### config.mk
export PLATFORM = sky130hd
export DESIGN_NAME = sc_commit_select
export DESIGN_NICKNAME = d
export VERILOG_FILES = /design/src/rtl/sc_pkg.sv /design/src/rtl/sc_eligibility.sv /design/src/rtl/sc_oldest_pick.sv /design/src/rtl/sc_rr_order.sv /design/src/rtl/sc_commit_select.sv
export SDC_FILE = /design/constraint.sdc
export NUM_CORES = 1
export LEC_CHECK = 0
export ABC_AREA = 1
export CORE_UTILIZATION = 39
export DETAILED_ROUTE_END_ITERATION = 7
export PLACE_DENSITY_LB_ADDON = 0.12
export SYNTH_ARGS = -nofsm -noshare
export SYNTH_HDL_FRONTEND = slang
export SYNTH_SLANG_ARGS = --single-unit
### constraint.sdc
create_clock -name clk -period 7.3 [get_ports clk]
set_input_delay 1.095 -clock clk [delete_from_list [all_inputs] [get_ports clk]]
set_output_delay 1.095 -clock clk [all_outputs]
set_load 0.005 [all_outputs]
### src/rtl/sc_pkg.sv
package sc_pkg;

    typedef enum logic [2:0] {
        CS_IDLE            = 3'd0,
        CS_RUNNING         = 3'd1,
        CS_ROB_SQUASH      = 3'd2,
        CS_TRAP_WAIT       = 3'd3,
        CS_FETCH_TRAP_WAIT = 3'd4
    } commit_state_e;

    typedef enum logic [1:0] {
        POL_AGGRESSIVE = 2'd0,
        POL_ROUND_ROBIN = 2'd1,
        POL_OLDEST      = 2'd2
    } select_policy_e;

    localparam int STATE_W = 3;

    // States in which a thread's head entry may be retired.
    function automatic logic state_can_commit(input logic [STATE_W-1:0] s);
        return (s == CS_IDLE) || (s == CS_RUNNING) || (s == CS_FETCH_TRAP_WAIT);
    endfunction

    function automatic int tid_width(input int n);
        return (n > 1) ? $clog2(n) : 1;
    endfunction

endpackage

### src/rtl/sc_eligibility.sv
module sc_eligibility
    import sc_pkg::*;
#(
    parameter int NUM_THREADS = 4
) (
    input  logic [NUM_THREADS-1:0]         thr_active,
    input  logic [NUM_THREADS*STATE_W-1:0] thr_status,
    input  logic [NUM_THREADS-1:0]         rob_empty,
    input  logic [NUM_THREADS-1:0]         head_ready,
    output logic [NUM_THREADS-1:0]         state_ok,
    output logic [NUM_THREADS-1:0]         eligible
);

    for (genvar t = 0; t < NUM_THREADS; t++) begin : g_thr
        assign state_ok[t] = thr_active[t] &&
                             state_can_commit(thr_status[t*STATE_W +: STATE_W]);
        assign eligible[t] = state_ok[t] && head_ready[t] && !rob_empty[t];
    end

endmodule

### src/rtl/sc_oldest_pick.sv
module sc_oldest_pick #(
    parameter int NUM_THREADS = 4,
    parameter int SEQ_W       = 16,
    parameter int TID_W       = 2
) (
    input  logic [NUM_THREADS-1:0]       eligible,
    input  logic [NUM_THREADS*SEQ_W-1:0] head_seq,
    output logic                         pick_valid,
    output logic [TID_W-1:0]             pick_tid
);

    logic [SEQ_W-1:0] best_seq;

    // Strict less-than keeps the lower index on equal sequence numbers.
    always_comb begin
        pick_valid = 1'b0;
        pick_tid   = '0;
        best_seq   = '0;
        for (int t = 0; t < NUM_THREADS; t++) begin
            if (eligible[t] &&
                (!pick_valid || head_seq[t*SEQ_W +: SEQ_W] < best_seq)) begin
                pick_valid = 1'b1;
                pick_tid   = TID_W'(t);
                best_seq   = head_seq[t*SEQ_W +: SEQ_W];
            end
        end
    end

endmodule

### src/rtl/sc_rr_order.sv
module sc_rr_order #(
    parameter int NUM_THREADS = 4,
    parameter int TID_W       = 2
) (
    input  logic                   clk,
    input  logic                   rst,
    input  logic [NUM_THREADS-1:0] eligible,
    input  logic                   rotate_en,
    output logic                   pick_valid,
    output logic [TID_W-1:0]       pick_tid
);

    logic [TID_W-1:0] order_q [NUM_THREADS];
    logic [TID_W-1:0] order_d [NUM_THREADS];
    logic [TID_W-1:0] hit_pos;

    // Scan list from the front for the first eligible thread.
    always_comb begin
        pick_valid = 1'b0;
        pick_tid   = '0;
        hit_pos    = '0;
        for (int p = 0; p < NUM_THREADS; p++) begin
            if (!pick_valid && eligible[order_q[p]]) begin
                pick_valid = 1'b1;
                pick_tid   = order_q[p];
                hit_pos    = TID_W'(p);
            end
        end
    end

    // Remove the granted entry, close the gap, append it at the tail.
    always_comb begin
        for (int k = 0; k < NUM_THREADS - 1; k++) begin
            order_d[k] = (k < int'(hit_pos)) ? order_q[k] : order_q[k+1];
        end
        order_d[NUM_THREADS-1] = order_q[hit_pos];
    end

    always_ff @(posedge clk) begin
        if (rst) begin
            for (int k = 0; k < NUM_THREADS; k++) begin
                order_q[k] <= TID_W'(k);
            end
        end else if (rotate_en && pick_valid) begin
            for (int k = 0; k < NUM_THREADS; k++) begin
                order_q[k] <= order_d[k];
            end
        end
    end

endmodule

### src/rtl/sc_commit_select.sv
module sc_commit_select
    import sc_pkg::*;
#(
    parameter int NUM_THREADS = 4,
    parameter int SEQ_W       = 16,
    parameter int TID_W       = sc_pkg::tid_width(NUM_THREADS)
) (
    input  logic                           clk,
    input  logic                           rst,
    input  logic [1:0]                     policy,
    input  logic [NUM_THREADS-1:0]         thr_active,
    input  logic [NUM_THREADS*STATE_W-1:0] thr_status,
    input  logic [NUM_THREADS-1:0]         rob_empty,
    input  logic [NUM_THREADS-1:0]         head_ready,
    input  logic [NUM_THREADS*SEQ_W-1:0]   head_seq,
    input  logic                           grant_accept,
    output logic                           grant_valid,
    output logic [TID_W-1:0]               grant_tid
);

    logic [NUM_THREADS-1:0] state_ok;
    logic [NUM_THREADS-1:0] eligible;

    sc_eligibility #(.NUM_THREADS(NUM_THREADS)) u_elig (
        .thr_active (thr_active),
        .thr_status (thr_status),
        .rob_empty  (rob_empty),
        .head_ready (head_ready),
        .state_ok   (state_ok),
        .eligible   (eligible)
    );

    if (NUM_THREADS == 1) begin : g_single
        // One thread: no policy, only the state of thread 0 matters.
        assign grant_valid = state_ok[0];
        assign grant_tid   = '0;
    end else begin : g_multi
        logic             old_valid;
        logic [TID_W-1:0] old_tid;
        logic             rr_valid;
        logic [TID_W-1:0] rr_tid;
        logic             rr_mode;

        assign rr_mode = (policy == POL_ROUND_ROBIN);

        sc_oldest_pick #(
            .NUM_THREADS (NUM_THREADS),
            .SEQ_W       (SEQ_W),
            .TID_W       (TID_W)
        ) u_oldest (
            .eligible   (eligible),
            .head_seq   (head_seq),
            .pick_valid (old_valid),
            .pick_tid   (old_tid)
        );

        sc_rr_order #(
            .NUM_THREADS (NUM_THREADS),
            .TID_W       (TID_W)
        ) u_rr (
            .clk        (clk),
            .rst        (rst),
            .eligible   (eligible),
            .rotate_en  (rr_mode && grant_accept),
            .pick_valid (rr_valid),
            .pick_tid   (rr_tid)
        );

        // Aggressive and oldest-ready share the age comparator.
        always_comb begin
            if (rr_mode) begin
                grant_valid = rr_valid;
                grant_tid   = rr_tid;
            end else begin
                grant_valid = old_valid;
                grant_tid   = old_tid;
            end
        end
    end

endmodule

After elaboration in Yosys (flattened, before gate mapping) --
Memories as Yosys holds them, arrays and structs flattened. Index checks and enable logic that the tools add are counted.
Storage, ports and cells: register bits after elaboration 0, RAM bits 8, memories 1, word-level logic and storage cells 112, output and inout bits 3, input port bits 93, memory bits (read-only) 0, latch bits 0
Operators by class: div/mod/pow operators 0, shift-type cells 0, multiply operators 0, equality and inequality tests 9, muxes and demuxes 43, add/subtract/negate cells 0, bitwise gates (word level) 4, reduce and logical (&&, ||, !) cells 45, $lt $le $gt $ge 10
Memory list:
- g_multi.u_rr.order_q | depth 4, width 2, rd ports 5, clocked after memory_dff 0, write ports 4, RTL line sc_rr_order.sv:13 | logic [TID_W-1:0] order_q [NUM_THREADS];
Operator list (count):
- less-than comparator 16 bit | 3
- 2-to-1 mux 16 bit | 3
- 2-to-1 mux 2 bit | 16
- logical AND 1 bit | 20
- 2-to-1 mux 1 bit | 20
- equality test 3 x 1 -> 1 bit (second input constant) | 4
- equality test 3 bit (second input constant) | 4
- zero test 3 bit | 4
- less-than comparator 2 x 3 -> 1 bit (second input constant) | 4
- logical OR 1 bit | 11
- zero test 1 bit | 10
- binary-select mux 1 bit (select 2 bit) | 4
- less-than comparator 1 x 2 -> 1 bit (first input constant) | 2
- bitwise OR 1 bit | 4
- equality test 2 x 1 -> 1 bit (second input constant) | 1
- less-than comparator 2 bit (first input constant) | 1

Depth between registers and ports, before layout --
depth after elaboration 23, gate-level depth with buffers 48, gate-level depth less buffers 44

Hierarchy --
From an unflattened synthesis, not the netlist that was laid out.
Unflattened totals: cells, all modules 386, area, all modules 2362.3 µm²
By module, submodules not included:
- sc_oldest_pick | times used 1, cells an instance 243, area each 1461.4 µm², sequential area each 0.0 µm²
- sc_rr_order | times used 1, cells an instance 102, area each 705.7 µm², sequential area each 240.2 µm²
- sc_eligibility | times used 1, cells an instance 28, area each 140.1 µm², sequential area each 0.0 µm²
- sc_commit_select | times used 1, cells an instance 13, area each 55.1 µm², sequential area each 0.0 µm²

Least setup slack after synthesis --
Ideal clock, no wire load.
kind input-to-output, start point in rob_empty[0], end point out grant_tid[1], required time 6.205 ns, data arrival time 5.881 ns, setup slack 0.324 ns, path buffers 4, cell stages on the path 41, cell sequence nor2_1 -> nand2_1 -> nor2_2 -> buf_1 -> clkbuf_1 -> nand2_1 -> ha_1 -> a21oi_1 -> nand3b_1 -> a21oi_1 -> nor4_1 -> nand2_1 -> nand2_2 -> nand2_2 -> clkbuf_1 -> nand2_1 -> o21ai_1 -> ha_1 -> [5 not listed] -> nand2_2 -> nand2_2 -> buf_2 -> nand2_1 -> o21ai_1 -> ha_1 -> a21oi_1 -> o21ai_1 -> a21o_1 -> a21oi_1 -> nor2_1 -> a211oi_1 -> nand2_1 -> nand2_1 -> nand2_1 -> nand2_1 -> nand2_1 -> nand2_1
Between the ends: longest elaborated chain between the ends 16, elaborated cells between the ends (all ways) 44, classes of those cells order compare: 3; mux: 24; reduce/logical: 17
RTL lines:
- from (decl) | RTL line sc_commit_select.sv:13 | input logic [NUM_THREADS-1:0] rob_empty,
- zero test 1 bit (*) | RTL line sc_eligibility.sv:17 | assign eligible[t] = state_ok[t] && head_ready[t] && !rob_empty[t];
- logical AND 1 bit (*) | RTL line sc_eligibility.sv:17
- 2-to-1 mux 16 bit / 2-to-1 mux 1 bit (equally long branches) | RTL line sc_oldest_pick.sv:20 | if (eligible[t] &&
- less-than comparator 16 bit / zero test 1 bit (equally long branches) | RTL line sc_oldest_pick.sv:21 | (!pick_valid || head_seq[t*SEQ_W +: SEQ_W] < best_seq)) begin
- logical OR 1 bit | RTL line sc_oldest_pick.sv:21
- logical AND 1 bit | RTL line sc_oldest_pick.sv:20
- 2-to-1 mux 16 bit / 2-to-1 mux 1 bit (equally long branches) | RTL line sc_oldest_pick.sv:20
- less-than comparator 16 bit / zero test 1 bit (equally long branches) | RTL line sc_oldest_pick.sv:21
- logical OR 1 bit | RTL line sc_oldest_pick.sv:21
- logical AND 1 bit | RTL line sc_oldest_pick.sv:20
- 2-to-1 mux 16 bit / 2-to-1 mux 1 bit (equally long branches) | RTL line sc_oldest_pick.sv:20
- less-than comparator 16 bit / zero test 1 bit (equally long branches) | RTL line sc_oldest_pick.sv:21
- logical OR 1 bit | RTL line sc_oldest_pick.sv:21
- logical AND 1 bit | RTL line sc_oldest_pick.sv:20
- 2-to-1 mux 2 bit | RTL line sc_oldest_pick.sv:20
- 2-to-1 mux 2 bit (*) | RTL line sc_commit_select.sv:71 | if (rr_mode) begin
- to (decl) | RTL line sc_commit_select.sv:18 | output logic [TID_W-1:0] grant_tid
Every way passes the cells marked *; elsewhere a longest branch is shown, timed or not. The select of a mux whose other input is x is not followed.

Worst setup path in the final report --
start point in thr_status[2], end point out grant_tid[1]
Between the ends: longest elaborated chain between the ends 20, elaborated cells between the ends (all ways) 50, classes of those cells order compare: 3; eq/ne: 2; mux: 24; reduce/logical: 21
RTL lines:
- from (decl) | RTL line sc_commit_select.sv:12 | input logic [NUM_THREADS*STATE_W-1:0] thr_status,
- equality test 3 x 1 -> 1 bit / zero test 3 bit (equally long branches) | RTL line sc_pkg.sv:21 | return (s == CS_IDLE) || (s == CS_RUNNING) || (s == CS_FETCH_TRAP_WAIT);
- logical OR 1 bit | RTL line sc_pkg.sv:21
- logical OR 1 bit (*) | RTL line sc_pkg.sv:21
- logical AND 1 bit (*) | RTL line sc_eligibility.sv:15 | assign state_ok[t] = thr_active[t] &&
- logical AND 1 bit (*) (2 in series) | RTL line sc_eligibility.sv:17
- 2-to-1 mux 16 bit / 2-to-1 mux 1 bit (equally long branches) | RTL line sc_oldest_pick.sv:20
- less-than comparator 16 bit / zero test 1 bit (equally long branches) | RTL line sc_oldest_pick.sv:21
- logical OR 1 bit | RTL line sc_oldest_pick.sv:21
- [3 not listed]
- logical OR 1 bit | RTL line sc_oldest_pick.sv:21
- logical AND 1 bit | RTL line sc_oldest_pick.sv:20
- 2-to-1 mux 16 bit / 2-to-1 mux 1 bit (equally long branches) | RTL line sc_oldest_pick.sv:20
- less-than comparator 16 bit / zero test 1 bit (equally long branches) | RTL line sc_oldest_pick.sv:21
- logical OR 1 bit | RTL line sc_oldest_pick.sv:21
- logical AND 1 bit | RTL line sc_oldest_pick.sv:20
- 2-to-1 mux 2 bit | RTL line sc_oldest_pick.sv:20
- 2-to-1 mux 2 bit (*) | RTL line sc_commit_select.sv:71
Marks and branches as above.

==> impl_metrics.toml <==
[timing]
worst_pin_slew_ps = 699.0
setup_slack_ps = 246.7
finClkSkew_ps = 8.802
fmax_mhz = 141.8
fin_crit_sh = 0.9662
setup_viol_count_final = 0
final_max_slew_viol_count = 0
whs_ps = 605.0
hold_viol_final = 0
finalCriticalPeriod_ps = 7053
slew-limit-headroom = 0.5305

[run_status]
status = "finished, final reports clean"

[placement]
place_worst_setup_slack_ps = -481.1
dp_hpwl_um = 5826
place.gp.congestion = 0.9011
placed_cell_area_mm2 = 0.003427
dpl.cell_count = 543
placement.io_buffers = 95

[global_route]
gr-total-overflow = 0
grt_pass1_wl_um = 11600
antenna_found_initial = 0
grt_pass1_vias = 2695
track_usage = 0.2412
grt_max_degree = 18

[synth]
yosysSeqAreaShare = 0.1123
synth_edf_count = 8
netlist_instances = 348
async_flop_share = 0
synth_area_leaders = "ha_1 (26%), nand2_1 (22%), edfxtp_1 (11%)"
ys.flop_type = "edfxtp_1"
yosysTopAreaCell = "ha_1"
synth_common_cells = "nand2_1 (123), ha_1 (45), o21ai_1 (37), nor2_1 (24), a21oi_1 (23)"
ys_ff_latch = 8
syn_nets = 486
yosysWarnings = 0
post-synth-top-area-fraction = 0.2633
yosysUniqueCellTypes = 29
yosysMostFrequentCell = "nand2_1"
syn_avg_cell_area_um2 = 6.145
synth_area_mm2 = 0.002138

[cts]
clkLatencyLatePin_ps = 240
clockBufferDepth = 2
cts_htree_levels = 1
root_buffer = "clkbuf_8"
holdBufCountCts = 0
cts_buffers = 3
clk_pin_slew_ps = 50
clkSinkCount = 8
cts_tree = "yes"

[detailed_routing]
wirelength_um = 7665
drtAntennaViolNets = 0
viasPerCell = 5.163
drt_iter0_drc = 102
firstDrtPassIters = 4
wl_per_cell_um = 13.76
dr_total_vias = 2876
drc_errors = 0

[die]
die-width_um = 76.05
ios = 96
dieArea_mm2 = 0.005783
fp-row-count = 26
die_y_um = 76.05
core_mm2 = 0.005205
start_util = 0.4108

[power_and_ir_drop]
pwr_density_cell_mw_per_mm2 = 72.14
p_sw_mw = 0.09999
seqPwrFrac = 0.185
p_comb_frac = 0.623
clkPwrFrac = 0.192
internal_power_mw = 0.1888
switching_share = 0.3463
p_leak_nw = 1.838
peakVddDrop_mv = 0.1632

[worst_setup_path]
slowest_stage = "ha_1"
crit_path_start_kind = "primary input"
max_stage_delay_ps = 330
endpoint_kind = "primary output"
worstPathArrival_ps = 5960
cp_common_cell = "nand2_1"
worstSetupPathType = "primary input to primary output"
cp_max_fo = 8
critPathRequiredTime_ps = 6200

[layout]
fillCellCount = 385
final_cells = 557
antennaDiodeCount = 0
multiInputGateArea_mm2 = 0.002186
area_delta_synth_final_pct = 87.19
nets = 627
drive_gt1_frac = 0.2690
regMostFlops = "g_multi.u_rr.order_q"
largest_reg_flops = 8
regArea_um2 = 240.2
final_area_mm2 = 0.004003
reg.largest.list = "g_multi.u_rr.order_q: 8 flops"

[run]
maxCapViolCount = 0

[min_path]
hp-class = "register to register"
==> kinds of logic (layout without fill, tap and decap cells) <==
group,after synthesis,in the layout,share of synthesized area
AOI/OAI and AO/OA,82,82,0.2071
adders and majority gates,45,45,0.2633
DFF,8,8,0.1123
and+or+nand+nor,173,175,0.3446
buffers and inverters,40,177,0.07256
==> layout make-up <==
type,instances,area share
sequential,8,0.06002
inverter,32,0.03001
tap,70,0.02188
multi-input combinational,302,0.5461
clock buffer,3,0.01032
timing repair buffer,142,0.3317
==> cells in the final DEF (no fill, tap or decap), types with 4 or more instances in the layout <==
cell	count
a211oi_2	4
a21oi_1	13
a21oi_2	9
buf_4	41
buf_6	4
clkdlybuf4s50_1	87
edfxtp_1	8
ha_1	33
ha_4	10
inv_1	21
inv_2	8
nand2_1	108
nand2_2	10
nand2_4	9
nand3_1	9
nand4_1	4
nor2_1	22
o21ai_0	11
o21ai_1	22
o21ai_2	8
o21ai_4	7
==> metrics by stage <==
stage               TNS [ps]  utilization  power [mW]
floorplan                  0            -      0.1185
global placement      -708.8       0.6584      0.1980
detailed placement    -951.7       0.6584      0.2009
CTS                        0       0.7036      0.2641
global route          -130.4       0.7690      0.3091
finish                     0       0.7690      0.2888
==> repair_timing <==
| item | CTS | global route |
|---|---|---|
| buffers inserted | 3 | 6 |
| pin swaps | 33 | 42 |
| setup endpoints to repair | 2 | 2 |
| gates resized for setup | 49 | 59 |
| cloned | 2 | 0 |
==> worst max-delay path, delay by kind of cell <==
family                     cells  cell delay, ps
and+or+nand+nor               26            2220
adders and majority gates      3             810
AOI/OAI and AO/OA              9            1130
buffers and inverters          4             690
==> path summary, 6_finish.rpt <==
| path | slack (ps) | endpoint | startpoint | cells past startpoint |
|---|---|---|---|---|
| max | 250 | grant_tid[1] | thr_status[2] | 42 |
| max reg2reg | 5110 | g_multi.u_rr.order_q[0][0] | g_multi.u_rr.order_q[1][0] | 12 |
| min | 600 | g_multi.u_rr.order_q[2][1] | g_multi.u_rr.order_q[3][1] | 2 |
| min reg2reg | 600 | g_multi.u_rr.order_q[2][1] | g_multi.u_rr.order_q[3][1] | 2 |
==> routing by layer <==
layer  wire length [µm]  GRT usage
met1               3220     0.3082
met2               3836     0.4355
met3                494    0.02874
met4                114    0.04615
met5                  0          0
==> power groups by stage <==
stage,logic [mW],registers [mW],clock network (mW)
final,0.180,0.0535,0.0554
after global routing,0.197,0.0537,0.0589
after CTS,0.155,0.0534,0.0553
after detailed placement,0.147,0.0542,0
after global placement,0.144,0.0542,0
after floorplan,0.0647,0.0538,0
Note: power is estimated with default switching activity, not from simulation.
